--- src/rtl/spk_pkg.sv ---
package spk_pkg;
  localparam logic [1:0] LVL_GND  = 2'd0;
  localparam logic [1:0] LVL_LOW  = 2'd1;
  localparam logic [1:0] LVL_MID  = 2'd2;
  localparam logic [1:0] LVL_HIGH = 2'd3;

  typedef enum logic [1:0] {
    MD_IDLE  = 2'd0,
    MD_TRY   = 2'd1,
    MD_BLOW  = 2'd2,
    MD_FAULT = 2'd3
  } mode_e;

  // Pulses counted since selection before the suffix's high pulse.
  localparam int unsigned SFX_MIDS = 11;

  // One mid-pulse step of the code counter.
  function automatic int unsigned adv_code(int unsigned c, int unsigned top,
                                           logic virt, logic down);
    if (virt && down) return (c == 0) ? top : c - 1;
    if (virt)         return (c == top) ? 0 : c + 1;
    return (c == top) ? top : c + 1;
  endfunction
endpackage

--- src/rtl/spk_level_filter.sv ---
module spk_level_filter #(
  parameter int FILT = 4
) (
  input  logic       clk,
  input  logic       rst_n,
  input  logic [1:0] lvl_i,
  output logic [1:0] flt_o
);
  localparam int FW = $clog2(FILT + 1);

  logic [1:0]    cand_q;
  logic [FW-1:0] run_q, run_n;

  always_comb begin
    if (lvl_i != cand_q)           run_n = FW'(1);
    else if (run_q == FW'(FILT))   run_n = run_q;
    else                           run_n = run_q + FW'(1);
  end

  always_ff @(posedge clk or negedge rst_n) begin
    if (!rst_n) begin
      cand_q <= spk_pkg::LVL_GND;
      run_q  <= FW'(FILT);
      flt_o  <= spk_pkg::LVL_GND;
    end else begin
      cand_q <= lvl_i;
      run_q  <= run_n;
      if (run_n == FW'(FILT)) flt_o <= lvl_i;
    end
  end
endmodule

--- src/rtl/spk_pulse_detect.sv ---
module spk_pulse_detect (
  input  logic       clk,
  input  logic       rst_n,
  input  logic [1:0] flt_i,
  output logic       gnd_o,
  output logic       pulse_o,
  output logic       hi_o
);
  import spk_pkg::*;

  logic [1:0] prev_q, peak_q;
  logic       armed_q;

  assign gnd_o   = (flt_i == LVL_GND);
  assign pulse_o = armed_q && (flt_i == LVL_LOW);
  assign hi_o    = (peak_q == LVL_HIGH);

  always_ff @(posedge clk or negedge rst_n) begin
    if (!rst_n) begin
      prev_q  <= LVL_GND;
      peak_q  <= LVL_LOW;
      armed_q <= 1'b0;
    end else begin
      prev_q <= flt_i;
      if (flt_i == LVL_GND || flt_i == LVL_LOW) begin
        armed_q <= 1'b0;
        peak_q  <= LVL_LOW;
      end else if (prev_q == LVL_LOW) begin
        armed_q <= 1'b1;
        peak_q  <= flt_i;
      end else if (armed_q && flt_i > peak_q) begin
        peak_q <= flt_i;
      end
    end
  end
endmodule

--- src/rtl/spk_key_match.sv ---
module spk_key_match #(
  parameter int NKEYS   = 8,
  parameter int KSEL_W  = 3,
  parameter int KLEN    = 6,
  parameter int KEY_MAX = 8
) (
  input  logic              clk,
  input  logic              rst_n,
  input  logic              clr_i,
  input  logic              step_i,
  input  logic              sym_i,
  output logic              hit_o,
  output logic              miss_o,
  output logic [KSEL_W-1:0] idx_o
);
  localparam int PW = $clog2(KEY_MAX);

  logic [NKEYS-1:0][KEY_MAX-1:0] rom;
  logic [NKEYS-1:0]              alive_q, alive_n;
  logic [PW-1:0]                 pos_q;

  for (genvar k = 0; k < NKEYS; k++) begin : g_key
    localparam logic [KSEL_W-1:0] KB = KSEL_W'(k);
    for (genvar p = 0; p < KEY_MAX; p++) begin : g_sym
      if (p == 0 || p == KLEN - 1) begin : g_hi
        assign rom[k][p] = 1'b1;
      end else if (p == 1 || p >= KLEN) begin : g_lo
        assign rom[k][p] = 1'b0;
      end else begin : g_bit
        assign rom[k][p] = KB[KSEL_W + 1 - p];
      end
    end
  end

  always_comb begin
    for (int k = 0; k < NKEYS; k++)
      alive_n[k] = alive_q[k] && (rom[k][pos_q] == sym_i);
    idx_o = '0;
    for (int k = NKEYS - 1; k >= 0; k--)
      if (alive_n[k]) idx_o = KSEL_W'(k);
  end

  assign miss_o = step_i && (alive_n == '0);
  assign hit_o  = step_i && (alive_n != '0) && (pos_q == PW'(KLEN - 1));

  always_ff @(posedge clk or negedge rst_n) begin
    if (!rst_n) begin
      alive_q <= '1;
      pos_q   <= '0;
    end else if (clr_i || hit_o || miss_o) begin
      alive_q <= '1;
      pos_q   <= '0;
    end else if (step_i) begin
      alive_q <= alive_n;
      pos_q   <= pos_q + PW'(1);
    end
  end
endmodule

--- src/rtl/spk_fuse_bank.sv ---
module spk_fuse_bank #(
  parameter int NKEYS  = 8,
  parameter int KSEL_W = 3,
  parameter int CODE_W = 6
) (
  input  logic                    clk,
  input  logic                    rst_n,
  input  logic                    wr_i,
  input  logic [KSEL_W-1:0]       idx_i,
  input  logic [CODE_W-1:0]       bits_i,
  output logic [CODE_W-1:0]       rd_o,
  output logic [NKEYS*CODE_W-1:0] flat_o
);
  logic [NKEYS-1:0][CODE_W-1:0] mask_q;

  assign rd_o   = mask_q[idx_i];
  assign flat_o = mask_q;

  for (genvar k = 0; k < NKEYS; k++) begin : g_row
    always_ff @(posedge clk or negedge rst_n) begin
      if (!rst_n)                           mask_q[k] <= '0;
      else if (wr_i && idx_i == KSEL_W'(k)) mask_q[k] <= mask_q[k] | bits_i;
    end
  end
endmodule

--- src/rtl/spk_decoder.sv ---
module spk_decoder
  import spk_pkg::*;
#(
  parameter int CODE_W  = 6,
  parameter int FILT    = 4,
  parameter int NKEYS   = 8,
  parameter int KEY_MAX = 8,
  parameter int NVIRT   = 4
) (
  input  logic                       clk,
  input  logic                       rst_n,
  input  logic [1:0]                 lvl_i,
  input  logic                       burn_i,
  output logic [$clog2(NKEYS)-1:0]   reg_o,
  output logic [1:0]                 mode_o,
  output logic [CODE_W-1:0]          code_o,
  output logic                       code_stb_o
);
  localparam int KSEL_W = $clog2(NKEYS);
  localparam int KLEN   = KSEL_W + 3;
  localparam int unsigned MAXC = (1 << CODE_W) - 1;

  // Named internal events, also observed by the checker.
  logic [1:0]              flt;
  logic                    gnd_evt, pulse_evt, pulse_hi;
  logic                    key_hit, key_miss;
  logic [KSEL_W-1:0]       key_idx;
  logic [CODE_W-1:0]       mask_rd;
  logic [NKEYS*CODE_W-1:0] mask_flat;

  mode_e             mode_q, mode_n;
  logic [KSEL_W-1:0] reg_q, reg_n;
  logic [CODE_W-1:0] code_q, code_n;
  logic [3:0]        mids_q, mids_n;
  logic              stb_q;
  logic              sel, is_virt, burn_ok;

  spk_level_filter #(.FILT(FILT)) u_filt (
    .clk(clk), .rst_n(rst_n), .lvl_i(lvl_i), .flt_o(flt)
  );

  spk_pulse_detect u_det (
    .clk(clk), .rst_n(rst_n), .flt_i(flt),
    .gnd_o(gnd_evt), .pulse_o(pulse_evt), .hi_o(pulse_hi)
  );

  spk_key_match #(
    .NKEYS(NKEYS), .KSEL_W(KSEL_W), .KLEN(KLEN), .KEY_MAX(KEY_MAX)
  ) u_keys (
    .clk(clk), .rst_n(rst_n),
    .clr_i(gnd_evt || mode_q != MD_IDLE),
    .step_i(pulse_evt && mode_q == MD_IDLE),
    .sym_i(pulse_hi),
    .hit_o(key_hit), .miss_o(key_miss), .idx_o(key_idx)
  );

  assign burn_ok = burn_i && (mode_q == MD_BLOW);

  spk_fuse_bank #(.NKEYS(NKEYS), .KSEL_W(KSEL_W), .CODE_W(CODE_W)) u_fuse (
    .clk(clk), .rst_n(rst_n), .wr_i(burn_ok), .idx_i(reg_q),
    .bits_i(code_q), .rd_o(mask_rd), .flat_o(mask_flat)
  );

  assign sel     = (mode_q == MD_TRY) || (mode_q == MD_BLOW);
  assign is_virt = (32'(reg_q) < NVIRT);

  always_comb begin
    mode_n = mode_q;
    reg_n  = reg_q;
    code_n = code_q;
    mids_n = mids_q;
    if (gnd_evt) begin
      mode_n = MD_IDLE;
      reg_n  = '0;
      code_n = '0;
      mids_n = '0;
    end else begin
      unique case (mode_q)
        MD_IDLE: begin
          if (key_miss) mode_n = MD_FAULT;
          else if (key_hit) begin
            mode_n = MD_TRY;
            reg_n  = key_idx;
            code_n = CODE_W'(1);
            mids_n = '0;
          end
        end
        MD_TRY, MD_BLOW: begin
          if (pulse_evt && !pulse_hi) begin
            code_n = CODE_W'(adv_code(32'(code_q), MAXC, is_virt, reg_q[0]));
            mids_n = (mids_q == 4'hF) ? mids_q : mids_q + 4'd1;
          end else if (pulse_evt) begin
            if (mode_q == MD_TRY && 32'(mids_q) == SFX_MIDS) begin
              mode_n = MD_BLOW;
              code_n = CODE_W'(1);
              mids_n = '0;
            end else begin
              mode_n = MD_FAULT;
            end
          end
        end
        default: mode_n = MD_FAULT;
      endcase
    end
  end

  always_ff @(posedge clk or negedge rst_n) begin
    if (!rst_n) begin
      mode_q <= MD_IDLE;
      reg_q  <= '0;
      code_q <= '0;
      mids_q <= '0;
      stb_q  <= 1'b0;
    end else begin
      mode_q <= mode_n;
      reg_q  <= reg_n;
      code_q <= code_n;
      mids_q <= mids_n;
      stb_q  <= !gnd_evt && (code_n != code_q);
    end
  end

  assign reg_o      = reg_q;
  assign mode_o     = mode_q;
  assign code_o     = sel ? (code_q | mask_rd) : '0;
  assign code_stb_o = stb_q;
endmodule

--- config.mk ---
export PLATFORM = sky130hd
export DESIGN_NAME = spk_decoder
export DESIGN_NICKNAME = d
export VERILOG_FILES = /design/src/rtl/spk_pkg.sv /design/src/rtl/spk_level_filter.sv /design/src/rtl/spk_pulse_detect.sv /design/src/rtl/spk_key_match.sv /design/src/rtl/spk_fuse_bank.sv /design/src/rtl/spk_decoder.sv
export SDC_FILE = /design/constraint.sdc
export NUM_CORES = 1
export LEC_CHECK = 0
export ABC_AREA = 1
export ABC_CLOCK_PERIOD_IN_PS = 2740
export BUFFER_PORTS_ARGS = -buffer_cell sky130_fd_sc_hd__buf_2
export CAP_MARGIN = 20
export CORE_AREA = 2 2 98 100
export DETAILED_ROUTE_END_ITERATION = 10
export DIE_AREA = 0 0 100 102
export PLACE_DENSITY = 0.71
export SYNTH_ARGS = -nofsm -noshare
export SYNTH_HDL_FRONTEND = slang
export SYNTH_SLANG_ARGS = --single-unit
--- constraint.sdc ---
create_clock -name clk -period 2.74 [get_ports clk]
set_input_delay 0.137 -clock clk [delete_from_list [all_inputs] [get_ports clk]]
set_output_delay 0.137 -clock clk [all_outputs]
set_load 0.1 [all_outputs]
=== Yosys cells after proc, flatten, opt, wreduce, memory -nomap -nowiden ===
Memory sizes are Yosys's and may differ from the RTL's.
Index checks and enable logic that the tools add are counted.

* $add $sub $neg: 5
* $mul: 0
* Divide/modulo/power cells: 0
* Order comparisons: 4
* Eq/ne operators: 37
* Shift operators: 0
* Mux-type cells: 72
* Bitwise operators: 9
* Reductions and logical operators: 51

{| class="wikitable"
|+ Operators by type and width
! operator !! number
|-
| two-way mux 6 bit || 15
|-
| bitwise OR 6 bit || 9
|-
| two-way mux 3 bit || 16
|-
| two-way mux 4 bit || 7
|-
| logical AND 1 bit || 27
|-
| == test 3 bit (second input constant) || 7
|-
| two-way mux 1 bit || 20
|-
| binary-select mux 6 bit (select 3 bit) || 1
|-
| two-way mux 2 bit || 8
|-
| two-way mux 8 bit || 2
|-
| inequality test 4 bit (second input constant) || 3
|-
| case mux 6 bit (2 select lines) || 1
|-
| nonzero test 2 bit || 5
|-
| inequality test 3 bit (second input constant) || 3
|-
| == test 1 bit || 8
|-
| == test 4 bit (second input constant) || 2
|-
| zero test 8 bit || 1
|-
| < comparator 3 x 4 -> 1 bit (second input constant) || 2
|-
| case mux 4 bit (2 select lines) || 1
|-
| nonzero test 8 bit || 1
|-
| adder 3 x 1 -> 3 bit (second input constant) || 2
|-
| adder 6 x 1 -> 6 bit (second input constant) || 1
|-
| == test 2 x 1 -> 1 bit (second input constant) || 3
|-
| == test 3 x 2 -> 1 bit (second input constant) || 2
|-
| 22 further kinds || 31
|}

* Register bits after elaboration: 87
* Latch bits: 0
* Bits in writable memories: 0
* ROM bits: 64
* Bits of input ports: 5
* Output and inout bits: 12
* Word-level logic and storage cells: 207
* Memories: 8

{| class="wikitable"
|+ Memories
! name !! words !! width !! rd ports !! clocked after memory_dff !! wr ports !! line !! RTL
|-
| (name not given) || 8 || 1 || 1 || 0 || 0 || spk_key_match.sv:37 || <nowiki>alive_n[k] = alive_q[k] && (rom[k][pos_q] == sym_i);</nowiki>
|-
| (name not given) || 8 || 1 || 1 || 0 || 0 || spk_key_match.sv:37 ||
|-
| (name not given) || 8 || 1 || 1 || 0 || 0 || spk_key_match.sv:37 ||
|-
| (name not given) || 8 || 1 || 1 || 0 || 0 || spk_key_match.sv:37 ||
|-
| (name not given) || 8 || 1 || 1 || 0 || 0 || spk_key_match.sv:37 ||
|-
| (name not given) || 8 || 1 || 1 || 0 || 0 || spk_key_match.sv:37 ||
|-
| 2 more memories || - || - || - || - || - || - ||
|}

=== Longest topological paths before layout ===
Gate-level depths: netlist (run 1).

* Depth in word-level cells: 17
* Gate-level depth with buffers: 20
* Depth with buffers taken out: 20

=== By module ===
A second synthesis (run 1) with hierarchy kept.

* Cells, all modules: 721
* Area total of the unflattened synthesis: 5546.6 um2

{| class="wikitable"
|+ By module, submodules not included
! module !! instances !! cells an instance !! area each (um2) !! sequential area each (um2)
|-
| spk_fuse_bank || 1 || 257 || 2285.9 || 1201.2
|-
| spk_decoder || 1 || 264 || 1679.1 || 400.4
|-
| spk_key_match || 1 || 122 || 930.9 || 285.3
|-
| spk_level_filter || 1 || 46 || 386.6 || 176.4
|-
| spk_pulse_detect || 1 || 32 || 264.0 || 126.4
|}

=== Worst setup path before layout (run 1) ===
OpenSTA, ideal clock, no wires.

* Path kind: flip-flop to output port
* From: register reg_q[0] (netlist: reg_o[0])
* To: output code_o[4]
* Arrival time: 3493 ps
* Data required time: 2603 ps
* Slack: -890 ps
* Cell stages (with the launch flop): 7
* Path buffers: 0
* Cells stage by stage: dfrtp_1 inv_1 nor2_1 inv_1 o22ai_1 o21ai_0 a31oi_1

* Longest elaborated chain between the ends: 4

{| class="wikitable"
|+ RTL lines
! what !! line !! RTL
|-
| from (decl) || spk_decoder.sv:32 || <nowiki>logic [KSEL_W-1:0] reg_q, reg_n;</nowiki>
|-
| from (signal assigned) || spk_decoder.sv:116 || <nowiki>reg_q <= reg_n;</nowiki>
|-
| binary-select mux 6 bit (select 3 bit) || spk_fuse_bank.sv:16 || <nowiki>assign rd_o = mask_q[idx_i];</nowiki>
|-
| two-way mux 6 bit (not written as such) || spk_fuse_bank.sv:16 ||
|-
| bitwise OR 6 bit || spk_decoder.sv:125 || <nowiki>assign code_o = sel ? (code_q | mask_rd) : '0;</nowiki>
|-
| two-way mux 6 bit || spk_decoder.sv:125 ||
|-
| to (decl) || spk_decoder.sv:16 || <nowiki>output logic [CODE_W-1:0] code_o,</nowiki>
|}

No other way between the ends. The select of a mux whose other input is x is not followed.

=== Worst setup path in the final report (run 1) ===
* From: register reg_q[1] (netlist: reg_o[1])
* To: output code_o[5]

Same word-level chain as after synthesis.

==> results.json, run 1 <==
{
  "status": "complete, no violations",
  "cp.required_ps": 2600,
  "hold_wc_path_type": "in2async",
  "crit_chain": "inv_1, nor2_1, clkinv_1, o22ai_1, o21ai_0, a31oi_2, buf_2",
  "avg_inst_size_synth_um2": 7.91,
  "clock_sinks": 87,
  "cts_root_buffer": "sky130_fd_sc_hd__clkbuf_8",
  "max_freq_ghz": 0.396,
  "ys_seq_area_share_pct": 44.8,
  "count_of_routing_violations_after_the_opening_detailed_route_iteration": 190,
  "finalWeightedCongestion": 0.941,
  "ant_nets": 0,
  "synth-async-reset-ratio_pct": 100,
  "fp.dieH_um": 102,
  "layout.nets": 659,
  "yosys_warnings": 0,
  "dr.pass1.iters": 5,
  "critPathLaunchType": "flop",
  "synth_nets": 638,
  "synth-compound-area-share_pct": 15.1,
  "die_w_um": 100,
  "number_of_synthesized_register_bits": 87,
  "final_cell_mix": "sky130_fd_sc_hd__nand2_1, sky130_fd_sc_hd__inv_1, sky130_fd_sc_hd__dfrtp_1, sky130_fd_sc_hd__o21ai_0, sky130_fd_sc_hd__nand3_1",
  "vdd_drop_max_v": 0.000728,
  "synthSimpleGateAreaFrac_pct": 24.6,
  "post-route-period-util_pct": 92.1,
  "tritoncts": "yes",
  "floorplan.initialDensity_pct": 53.6,
  "syn_inst": 617,
  "core_region_area_mm2": 0.00911,
  "antennaDiodeCount": 0,
  "synth.mux.area_fraction_pct": 0,
  "num_rows": 35,
  "i_o_pin_cnt": 17,
  "max_cap_viol_count": 0,
  "synthDistinctLibCells": 38,
  "fin_worst_skew_ps": 11.3,
  "finalMaxSlewViolations": 0,
  "route.detailed.wl_per_inst_um": 15.0,
  "max_slew_margin_pct": 66.0,
  "synth_xor_xnor_area_share_pct": 1.61,
  "pre_cts_ws_ps": 328,
  "groute.usage.overall_pct": 23.4,
  "synth_top_family_by_area": "simple AND/OR/NAND/NOR gates",
  "delay_of_the_slowest_cell_on_the_worst_path_ps": 480,
  "number_of_global_route_vias_before_repair": 4000,
  "clkLatencyLatePin_ps": 360,
  "routed_wl_um": 11300,
  "drt_drc_violations_left": 0,
  "vias": 4153,
  "port_buf_inserts": 16,
  "fin_worst_hold_slack_ps": 236,
  "grt.overflow.total": 0,
  "cts_max_level": 3,
  "cts.clk_slew.worst_paths_ps": 90,
  "rsz0062_at_grt": "no",
  "setup_viol": 0,
  "cts-root-to-sink-buffers": 2,
  "synth_edf_count": 0,
  "tightestPinTransition_ps": 509,
  "wire_length_of_the_first_global_routing_pass_um": 18900,
  "fp.dieArea_mm2": 0.0102,
  "cellLeakagePower_nw": 2.80,
  "area_growth_from_synthesis_to_final_layout_pct": 10.2,
  "post_layout_total_power_mw": 6.46,
  "final.setup.worst_slack_ps": 216,
  "power_per_cell_area_mw_per_mm2": 1200,
  "dpl.hpwl_um": 7910,
  "pin_count_of_the_biggest_net_entering_global_routing": 88,
  "grt_antenna_before_repair": 0,
  "fill_cells": 855,
  "final_common_cell": "sky130_fd_sc_hd__nand2_1",
  "cts_inserted_buffers": 9,
  "drt-vias-per-instance": 5.51,
  "synth_flop_cell": "sky130_fd_sc_hd__dfrtp_1",
  "finalHoldViolations": 0,
  "postcts_setup_bufs": 0,
  "worst_path_max_fanout": 10,
  "end_kind": "primary output",
  "final_layout_size_suffix_gt1_share_pct": 13.4,
  "cp_slowest_cell": "sky130_fd_sc_hd__dfrtp_1",
  "worstSetupPathType": "reg2out",
  "post-route-min-period_ps": 2520,
  "layout.core_utilization_pct": 59.1,
  "yosys.area_share.adder_pct": 4.10,
  "netlist_area_mm2": 0.00488,
  "cp_data_arrival_time_ps": 2390
}
## path summary, 6_finish.rpt
path	from	end	slack, ps	depth (start not counted)
max	reg_o[1]	code_o[5]	220	7
min	rst_n	u_det.armed_q	240	2
max reg2reg	u_keys.pos_q[0]	mode_o[1]	280	15
min reg2reg	u_filt.flt_o[0]	u_det.prev_q[0]	410	0
max in group asynchronous	rst_n	u_keys.alive_q[0]	1870	3
min in group clk	burn_i	u_fuse.flat_o[26]	390	5
## stage by stage
stage	cell area, µm²	setup TNS, ps	instances
detailed placement	5120	0	734
floorplan	4910	-1400	617
finish	5380	0	754
global route	5380	0	754
global placement	5120	0	734
CTS	5340	0	752
## state kept, by name, summed over array words and instances, names as in the netlist
register / cells
code_q: 6
u_keys.pos_q: 3
u_det.prev_q: 2
reg_o: 3
u_det.armed_q: 1
u_filt.flt_o: 2
mids_q: 4
u_filt.cand_q: 2
u_filt.run_q: 3
u_fuse.flat_o: 48
u_keys.alive_q: 8
mode_o: 2
code_stb_o: 1
u_det.peak_q: 2
## critical path, delay by kind of cell, from the launching register on
family / cells / cell delay (ps)
DFF: 1 / 480
buffers and inverters: 3 / 840
AOI/OAI and AO/OA: 3 / 580
and+or+nand+nor: 1 / 130
## synth_stat cells (2+ instances only)
| master | n | area share (%) |
|---|---|---|
| sky130_fd_sc_hd__o211ai_1 | 3 | 0.46 |
| sky130_fd_sc_hd__nand2_4 | 5 | 1.2 |
| sky130_fd_sc_hd__clkinv_1 | 2 | 0.15 |
| sky130_fd_sc_hd__inv_1 | 99 | 7.6 |
| sky130_fd_sc_hd__o21ai_0 | 60 | 6.2 |
| sky130_fd_sc_hd__buf_2 | 6 | 0.62 |
| sky130_fd_sc_hd__nand3_1 | 41 | 4.2 |
| sky130_fd_sc_hd__o31ai_1 | 2 | 0.31 |
| sky130_fd_sc_hd__dfstp_2 | 10 | 5.4 |
| sky130_fd_sc_hd__o21ai_1 | 3 | 0.31 |
| sky130_fd_sc_hd__nand3_2 | 7 | 1.4 |
| sky130_fd_sc_hd__ha_1 | 16 | 4.1 |
| sky130_fd_sc_hd__nor2_4 | 3 | 0.69 |
| sky130_fd_sc_hd__nand2_2 | 10 | 1.3 |
| sky130_fd_sc_hd__o22ai_1 | 17 | 2.2 |
| sky130_fd_sc_hd__inv_2 | 2 | 0.15 |
| sky130_fd_sc_hd__a21oi_1 | 23 | 2.4 |
| sky130_fd_sc_hd__xnor2_1 | 5 | 0.90 |
| sky130_fd_sc_hd__a22oi_1 | 3 | 0.46 |
| sky130_fd_sc_hd__xor2_1 | 4 | 0.72 |
| sky130_fd_sc_hd__dfrtp_1 | 77 | 39 |
| sky130_fd_sc_hd__o21bai_1 | 10 | 1.5 |
| sky130_fd_sc_hd__nand4_1 | 13 | 1.7 |
| sky130_fd_sc_hd__a31oi_1 | 4 | 0.51 |
| sky130_fd_sc_hd__clkbuf_1 | 12 | 0.92 |
| sky130_fd_sc_hd__nand2_1 | 130 | 10 |
| sky130_fd_sc_hd__nor2_1 | 39 | 3.0 |
## what timing repair did
item	in CTS	in global routing
endpoints found under the hold margin	2	22
setup endpoints to repair	0	2
resized for setup	0	2
hold buffers	2	1
## cells by family after synthesis
group	count (synthesis)
buf+inv	122
flops	87
fa+ha+maj	16
simple gates	253
compound gates	130
xor+xnor	9
## metal layers
metal | vias up | track usage, % | part of all wire (%) | routed length, µm
li1 | 2044 | - | - | -
met1 | 1986 | 32.4 | 48 | 5380
met2 | 100 | 37.8 | 46 | 5130
met3 | 23 | 4.04 | 4.7 | 535
met4 | 0 | 8.01 | 2.1 | 232
met5 | - | 0 | 0 | 0
## power breakdown
group          internal, mW  switching, mW  total, mW
Clock                 0.453          0.468      0.921
Combinational          1.04           2.79       3.83
Sequential             1.46          0.244       1.71
## cell type report
cell class	count	area, µm²	area share [%]
clock inverter	4	55.1	1.02
inverter	103	387	7.19
tap	111	139	2.58
clock buffer	12	145	2.70
sequential	87	2190	40.7
timing repair buffer	29	213	3.95
multi-input combinational	408	2250	41.9
Power figures use the tool's default switching activity.
==> run 2, diff against run 1 <==
--- a/config.mk
+++ b/config.mk
@@ -6,13 +6,13 @@
 export NUM_CORES = 1
 export LEC_CHECK = 0
 export ABC_AREA = 1
-export ABC_CLOCK_PERIOD_IN_PS = 2740
+export ABC_CLOCK_PERIOD_IN_PS = 2200
 export BUFFER_PORTS_ARGS = -buffer_cell sky130_fd_sc_hd__buf_2
 export CAP_MARGIN = 20
 export CORE_AREA = 2 2 98 100
 export DETAILED_ROUTE_END_ITERATION = 10
 export DIE_AREA = 0 0 100 102
-export PLACE_DENSITY = 0.71
+export PLACE_DENSITY = 0.74
 export SYNTH_ARGS = -nofsm -noshare
 export SYNTH_HDL_FRONTEND = slang
 export SYNTH_SLANG_ARGS = --single-unit
==> constraint.sdc (replaced) <==
create_clock -name clk -period 2.2 [get_ports clk]
set_input_delay 0.11 -clock clk [delete_from_list [all_inputs] [get_ports clk]]
set_output_delay 0.11 -clock clk [all_outputs]
set_load 0.1 [all_outputs]
==> run 2 against run 1 <==
Register-to-register slack worse by 250 ps. Via count up 5.9%. Critical endpoint is now mode_o[1]. Count of clock-buffer cells in the layout down 2. Sequential power up 22%. Highest routed layer unchanged. Largest power group unchanged.
==> results.json, run 2 (same netlist as run 1, synthesis figures left out) <==
{
  "crit_chain": "inv_2, ha_4, nand2_4, nand2_1, nand2_1, nand3_2, nand2_4, nor2_4, nand2_2, nand2_4, nand2_4, nor2_8, nand2_4, nand2_4, a21oi_2, a21o_1",
  "cts_inserted_buffers": 9,
  "grt_antenna_before_repair": 0,
  "grt.overflow.total": 0,
  "max_reg_flops": 48,
  "setup_tns_ps": 0,
  "cts.clk_slew.worst_paths_ps": 90,
  "final_common_cell": "sky130_fd_sc_hd__nand2_1",
  "fp.dieH_um": 102,
  "fin_worst_skew_ps": 9.16,
  "critPathLaunchType": "flop",
  "finalMaxSlewViolations": 0,
  "cp.required_ps": 2460,
  "layout.nets": 709,
  "cts-root-to-sink-buffers": 2,
  "finalHoldViolations": 0,
  "drt_drc_violations_left": 0,
  "crit_path_most_repeated_cell": "sky130_fd_sc_hd__nand2_4",
  "i_o_pin_cnt": 17,
  "cp_data_arrival_time_ps": 2430,
  "groute.usage.overall_pct": 25.8,
  "post-route-period-util_pct": 98.4,
  "fin_area_mm2": 0.00618,
  "core_region_area_mm2": 0.00911,
  "status": "complete, no violations",
  "placed_inst_area_mm2": 0.00564,
  "cellLeakagePower_nw": 3.13,
  "dpl.hpwl_um": 8820,
  "ant_nets": 0,
  "layout.core_utilization_pct": 67.9,
  "clock_sinks": 87,
  "max_slew_margin_pct": 67.8,
  "end_kind": "flop",
  "die_w_um": 100,
  "routed_wl_um": 12500,
  "cts_max_level": 3,
  "antennaDiodeCount": 0,
  "floorplan.initialDensity_pct": 53.6,
  "final_layout_size_suffix_gt1_share_pct": 29.8,
  "final_cell_mix": "sky130_fd_sc_hd__nand2_1, sky130_fd_sc_hd__inv_1, sky130_fd_sc_hd__dfrtp_1, sky130_fd_sc_hd__buf_4, sky130_fd_sc_hd__o21ai_0",
  "place_inst": 776,
  "pre_cts_ws_ps": -80.9,
  "post-route-min-period_ps": 2170,
  "power_per_cell_area_mw_per_mm2": 1550,
  "setup_viol": 0,
  "num_rows": 35,
  "drt-vias-per-instance": 5.47,
  "vdd_drop_max_v": 0.000932,
  "fp.dieArea_mm2": 0.0102,
  "route.detailed.wl_per_inst_um": 15.5,
  "worst_path_max_fanout": 7,
  "fin_worst_hold_slack_ps": 225,
  "finalWeightedCongestion": 0.906,
  "cts_root_buffer": "sky130_fd_sc_hd__clkbuf_8",
  "tritoncts": "yes",
  "hold_wc_path_type": "in2async",
  "final.setup.worst_slack_ps": 34.1,
  "clkLatencyLatePin_ps": 360,
  "rsz0062_at_grt": "yes",
  "number_of_global_route_vias_before_repair": 4329,
  "count_of_routing_violations_after_the_opening_detailed_route_iteration": 338,
  "r2r-start": "u_keys.pos_q[0]",
  "vias": 4396,
  "area_growth_from_synthesis_to_final_layout_pct": 26.6,
  "startpoint": "u_keys.pos_q[0]",
  "tightestPinTransition_ps": 487,
  "worstSetupPathType": "reg2reg",
  "final_instance_count_excl_fillers": 803,
  "post_layout_total_power_mw": 9.59,
  "fill_cells": 740,
  "port_buf_inserts": 16,
  "cp_slowest_cell": "sky130_fd_sc_hd__dfrtp_2",
  "max_cap_viol_count": 0,
  "delay_of_the_slowest_cell_on_the_worst_path_ps": 460,
  "pin_count_of_the_biggest_net_entering_global_routing": 48,
  "dr.pass1.iters": 5,
  "max_freq_ghz": 0.462,
  "wire_length_of_the_first_global_routing_pass_um": 20700
}
[run 2: layer usage]
metal  track usage [%]  vias to the layer above  wire, µm  share of wire, %
met4              8.54                        0       286               2.3
met1              35.1                     2076      5670                45
li1                  -                     2150         -                 -
met3              5.27                       23       710               5.7
met2              42.0                      147      5820                47
met5                 0                        -         0                 0
[run 2: repair_timing]
| action | 4_1_cts | 5_1_grt |
|---|---|---|
| hold buffers | 3 | 0 |
| pin swaps | 3 | 29 |
| setup endpoints to repair | 16 | 25 |
| buffers inserted | 0 | 9 |
| gates resized for setup | 17 | 62 |
| endpoints found under the hold margin | 27 | 0 |
[run 2: where the power goes]
group | leakage (nW) | internal, mW | total, mW | switching (mW)
Combinational | 2.14 | 2.37 | 6.44 | 4.07
Sequential | 0.912 | 1.85 | 2.09 | 0.244
Clock | 0.0854 | 0.445 | 1.05 | 0.608
Total | 3.13 | 4.67 | 9.59 | 4.92
[run 2: worst paths after layout]
| path | endpoint | slack (ps) | cells after the start |
|---|---|---|---|
| setup / recovery | mode_o[1] | 30 | 16 |
| hold / removal | u_fuse.flat_o[7] | 220 | 2 |
| setup reg to reg | mode_o[1] | 30 | 16 |
| hold reg to reg | u_det.prev_q[0] | 410 | 0 |
| max in group asynchronous | u_keys.alive_q[6] | 1320 | 3 |
| min in group clk | u_fuse.flat_o[7] | 300 | 5 |
[run 2: area by class of cell]
type / count / area (µm²) / area share (%)
Clock buffer: 10 / 138 / 2.23
Sequential cell: 87 / 2210 / 35.7
Inverter: 103 / 414 / 6.70
Clock inverter: 5 / 41.3 / 0.668
Multi-Input combinational cell: 408 / 2570 / 41.5
Tap cell: 111 / 139 / 2.25
Timing Repair Buffer: 79 / 673 / 10.9
[run 2: critical path, delay by kind of cell (launching register included)]
| family | cells | cell delay [ps] |
|---|---|---|
| AO/OA/AOI/OAI | 2 | 180 |
| buffers and inverters | 1 | 80 |
| adder cells (fa/ha/maj) | 1 | 280 |
| flip-flops | 1 | 460 |
| AND/OR/NAND/NOR | 12 | 1060 |
==> run 3, diff against run 2 <==
--- a/config.mk
+++ b/config.mk
@@ -5,14 +5,14 @@
 export SDC_FILE = /design/constraint.sdc
 export NUM_CORES = 1
 export LEC_CHECK = 0
-export ABC_AREA = 1
 export ABC_CLOCK_PERIOD_IN_PS = 2200
-export BUFFER_PORTS_ARGS = -buffer_cell sky130_fd_sc_hd__buf_2
 export CAP_MARGIN = 20
-export CORE_AREA = 2 2 98 100
+export CORE_AREA = 2 2 99 101
 export DETAILED_ROUTE_END_ITERATION = 10
-export DIE_AREA = 0 0 100 102
-export PLACE_DENSITY = 0.74
+export DIE_AREA = 0 0 101 103
+export DONT_BUFFER_PORTS = 1
+export PLACE_DENSITY = 0.73
+export SETUP_SLACK_MARGIN = 0.02
 export SYNTH_ARGS = -nofsm -noshare
 export SYNTH_HDL_FRONTEND = slang
 export SYNTH_SLANG_ARGS = --single-unit
==> run 3 against run 2 <==
Clock skew grew 11 ps. Synthesized cell count decreased by 22%. Combinational power decreased by 61%. Global-route usage increased by 1.7 points. The flow now finishes with violations (setup timing). Non-clock buffer count up 50. Sequential share of layout area is 2.5 points lower.
==> results.json, run 3 <==
{
  "final_common_cell": "sky130_fd_sc_hd__buf_4",
  "critPathLaunchType": "flop",
  "cp_slowest_cell": "sky130_fd_sc_hd__or4_4",
  "fp.dieArea_mm2": 0.0104,
  "cts.clk_slew.worst_paths_ps": 90,
  "total_switching_power_mw": 2.09,
  "antennaDiodeCount": 0,
  "vias": 4294,
  "fin_worst_skew_ps": 20.3,
  "status": "finished, violations left",
  "synth_nets": 501,
  "cp.required_ps": 2520,
  "pwr-share-comb_pct": 45.4,
  "crit_chain": "ha_2, and2_1, o211ai_1, nand3_1, or4_4, buf_6, a31oi_4, buf_6, nand2_1, a21oi_2",
  "worst_path_max_fanout": 5,
  "crit_path_most_repeated_cell": "sky130_fd_sc_hd__buf_6",
  "cellLeakagePower_nw": 3.40,
  "ys_seq_area_share_pct": 43.5,
  "worstSetupPathType": "reg2reg",
  "ys_top_cells_by_area": "sky130_fd_sc_hd__dfrtp_1, sky130_fd_sc_hd__a21o_1, sky130_fd_sc_hd__mux4_2",
  "clkLatencyLatePin_ps": 390,
  "die_w_um": 101,
  "synthMostInstantiatedCell": "sky130_fd_sc_hd__dfrtp_1",
  "yosys_warnings": 0,
  "max_slew_margin_pct": 39.6,
  "max_cap_viol_count": 0,
  "switching_share_pct": 37.3,
  "vdd_drop_max_v": 0.000581,
  "part_of_the_power_in_registers_pct": 31.8,
  "post-route-period-util_pct": 115,
  "setup_tns_ps": -5130,
  "netlist_area_mm2": 0.00503,
  "tritoncts": "yes",
  "drt-vias-per-instance": 6.08,
  "pin_count_of_the_biggest_net_entering_global_routing": 88,
  "post-route-min-period_ps": 2540,
  "cp_data_arrival_time_ps": 2860,
  "tightestPinTransition_ps": 906,
  "num_rows": 36,
  "finalHoldViolations": 0,
  "layout.nets": 608,
  "finalWeightedCongestion": 0.935,
  "groute.usage.overall_pct": 27.5,
  "number_of_synthesized_register_bits": 87,
  "setup_viol": 30,
  "core_region_area_mm2": 0.00946,
  "final_layout_size_suffix_gt1_share_pct": 38.7,
  "max_reg_flops": 48,
  "synth-async-reset-ratio_pct": 100,
  "violations": "setup timing",
  "cts_max_level": 3,
  "rsz0062_at_grt": "yes",
  "port_buf_inserts": 0,
  "route.detailed.wl_per_inst_um": 19.6,
  "synth_flop_cell": "sky130_fd_sc_hd__dfrtp_1",
  "fill_cells": 658,
  "power.internal_mw": 3.52,
  "power_per_cell_area_mw_per_mm2": 843,
  "floorplan.initialDensity_pct": 53.2,
  "finalMaxSlewViolations": 0,
  "synth_edf_count": 0,
  "ant_nets": 0,
  "grt_antenna_before_repair": 0,
  "cts_root_buffer": "sky130_fd_sc_hd__clkbuf_8",
  "syn_inst": 480,
  "i_o_pin_cnt": 17,
  "routed_wl_um": 13800,
  "final.setup.worst_slack_ps": -336,
  "number_of_global_route_vias_before_repair": 4340,
  "cts-root-to-sink-buffers": 2,
  "dpl.hpwl_um": 9570,
  "clock_sinks": 87,
  "pwr-share-clk_pct": 22.9,
  "drt_drc_violations_left": 0,
  "wire_length_of_the_first_global_routing_pass_um": 21800,
  "synthDistinctLibCells": 69,
  "grt.overflow.total": 0,
  "dr.pass1.iters": 4,
  "synth_common_cells": "sky130_fd_sc_hd__dfrtp_1, sky130_fd_sc_hd__a21o_1, sky130_fd_sc_hd__nor2_1, sky130_fd_sc_hd__nand2_1, sky130_fd_sc_hd__clkbuf_1",
  "delay_of_the_slowest_cell_on_the_worst_path_ps": 520,
  "hold_wc_path_type": "in2reg",
  "avg_inst_size_synth_um2": 10.5,
  "max_freq_ghz": 0.394,
  "pre_cts_ws_ps": -422,
  "end_kind": "flop",
  "post-synth-top-area-fraction_pct": 38.3,
  "place_inst": 673,
  "count_of_routing_violations_after_the_opening_detailed_route_iteration": 196,
  "synth_top_cell_by_area": "sky130_fd_sc_hd__dfrtp_1",
  "area_growth_from_synthesis_to_final_layout_pct": 32.0,
  "final_instance_count_excl_fillers": 706,
  "final_cell_mix": "sky130_fd_sc_hd__buf_4, sky130_fd_sc_hd__dfrtp_1, sky130_fd_sc_hd__a21o_1, sky130_fd_sc_hd__nor2_1, sky130_fd_sc_hd__nand2_1",
  "cts_inserted_buffers": 9,
  "fp.dieH_um": 103
}
## run 3: metal layers
metal / GRT usage (%) / routed length, µm
met5: 0 / 0
met4: 11.4 / 400
met3: 4.81 / 713
met2: 48.0 / 7020
met1: 34.1 / 5680
## run 3: final timing paths
path | startpoint | to | slack, ps | depth (start not counted)
setup / recovery | u_keys.pos_q[0] | code_q[3] | -340 | 10
hold / removal | burn_i | u_fuse.flat_o[16] | 230 | 3
setup reg to reg | u_keys.pos_q[0] | code_q[3] | -340 | 10
hold reg to reg | u_fuse.flat_o[39] | u_fuse.flat_o[39] | 460 | 1
max in group asynchronous | rst_n | mode_o[1] | 1530 | 2
min in group asynchronous | rst_n | u_keys.pos_q[2] | 260 | 2
## run 3: final cells by class
class	count	area, µm²	share of cell area, %
well taps	114	143	2.15
flip-flops and latches	87	2210	33.3
clock inverters	6	93.8	1.41
inverters	15	56.3	0.847
clock buffers	10	128	1.92
repair buffers	129	1110	16.7
multi-input cells	345	2910	43.7
## run 3: critical path: cells and delay by family (launching register included)
kind                     cells  cell delay (ps)
AND/OR/NAND/NOR              4              910
AO/OA/AOI/OAI                3              570
flip-flops                   1              470
buffers and inverters        2              290
adder cells (fa/ha/maj)      1              230
## run 3: power groups by stage
| stage | sequential (mW) | clock, mW | combinational [mW] |
|---|---|---|---|
| 6_report | 1.78 | 1.28 | 2.54 |
| 5_1_grt | 1.79 | 1.36 | 2.74 |
| 3_3_place_gp | 1.80 | 0 | 2.21 |
| 2_1_floorplan | 1.90 | 0 | 1.38 |
| 3_5_place_dp | 1.81 | 0 | 2.27 |
| 4_1_cts | 1.78 | 1.29 | 2.44 |
## run 3: through the flow
stage / power, mW / util, % / instance area (µm²) / hold WS (ps)
5_1_grt: 5.89 / 70.3 / 6650 / 232
4_1_cts: 5.51 / 68.3 / 6460 / 211
2_1_floorplan: 3.28 / - / 5150 / -186
3_5_place_dp: 4.07 / 63.5 / 6010 / -182
3_3_place_gp: 4.01 / 63.5 / 6010 / -180
6_report: 5.60 / 70.3 / 6650 / 227
## run 3: kinds of logic after synthesis
family | share of synthesized area, %
AOI/OAI and AO/OA | 22.4
and+or+nand+nor | 13.8
buffers and inverters | 4.42
adders and majority gates | 3.98
xor gates and xnor gates | 1.22
DFF | 43.5
muxes | 10.6
## run 3: timing repair
action | CTS | global route
hold buffers | 4 | 0
buffers inserted | 6 | 7
gates cloned | 0 | 1
resized for setup | 27 | 22
setup endpoints to repair | 39 | 33
endpoints found under the hold margin | 92 | 0
pin swaps | 10 | 17
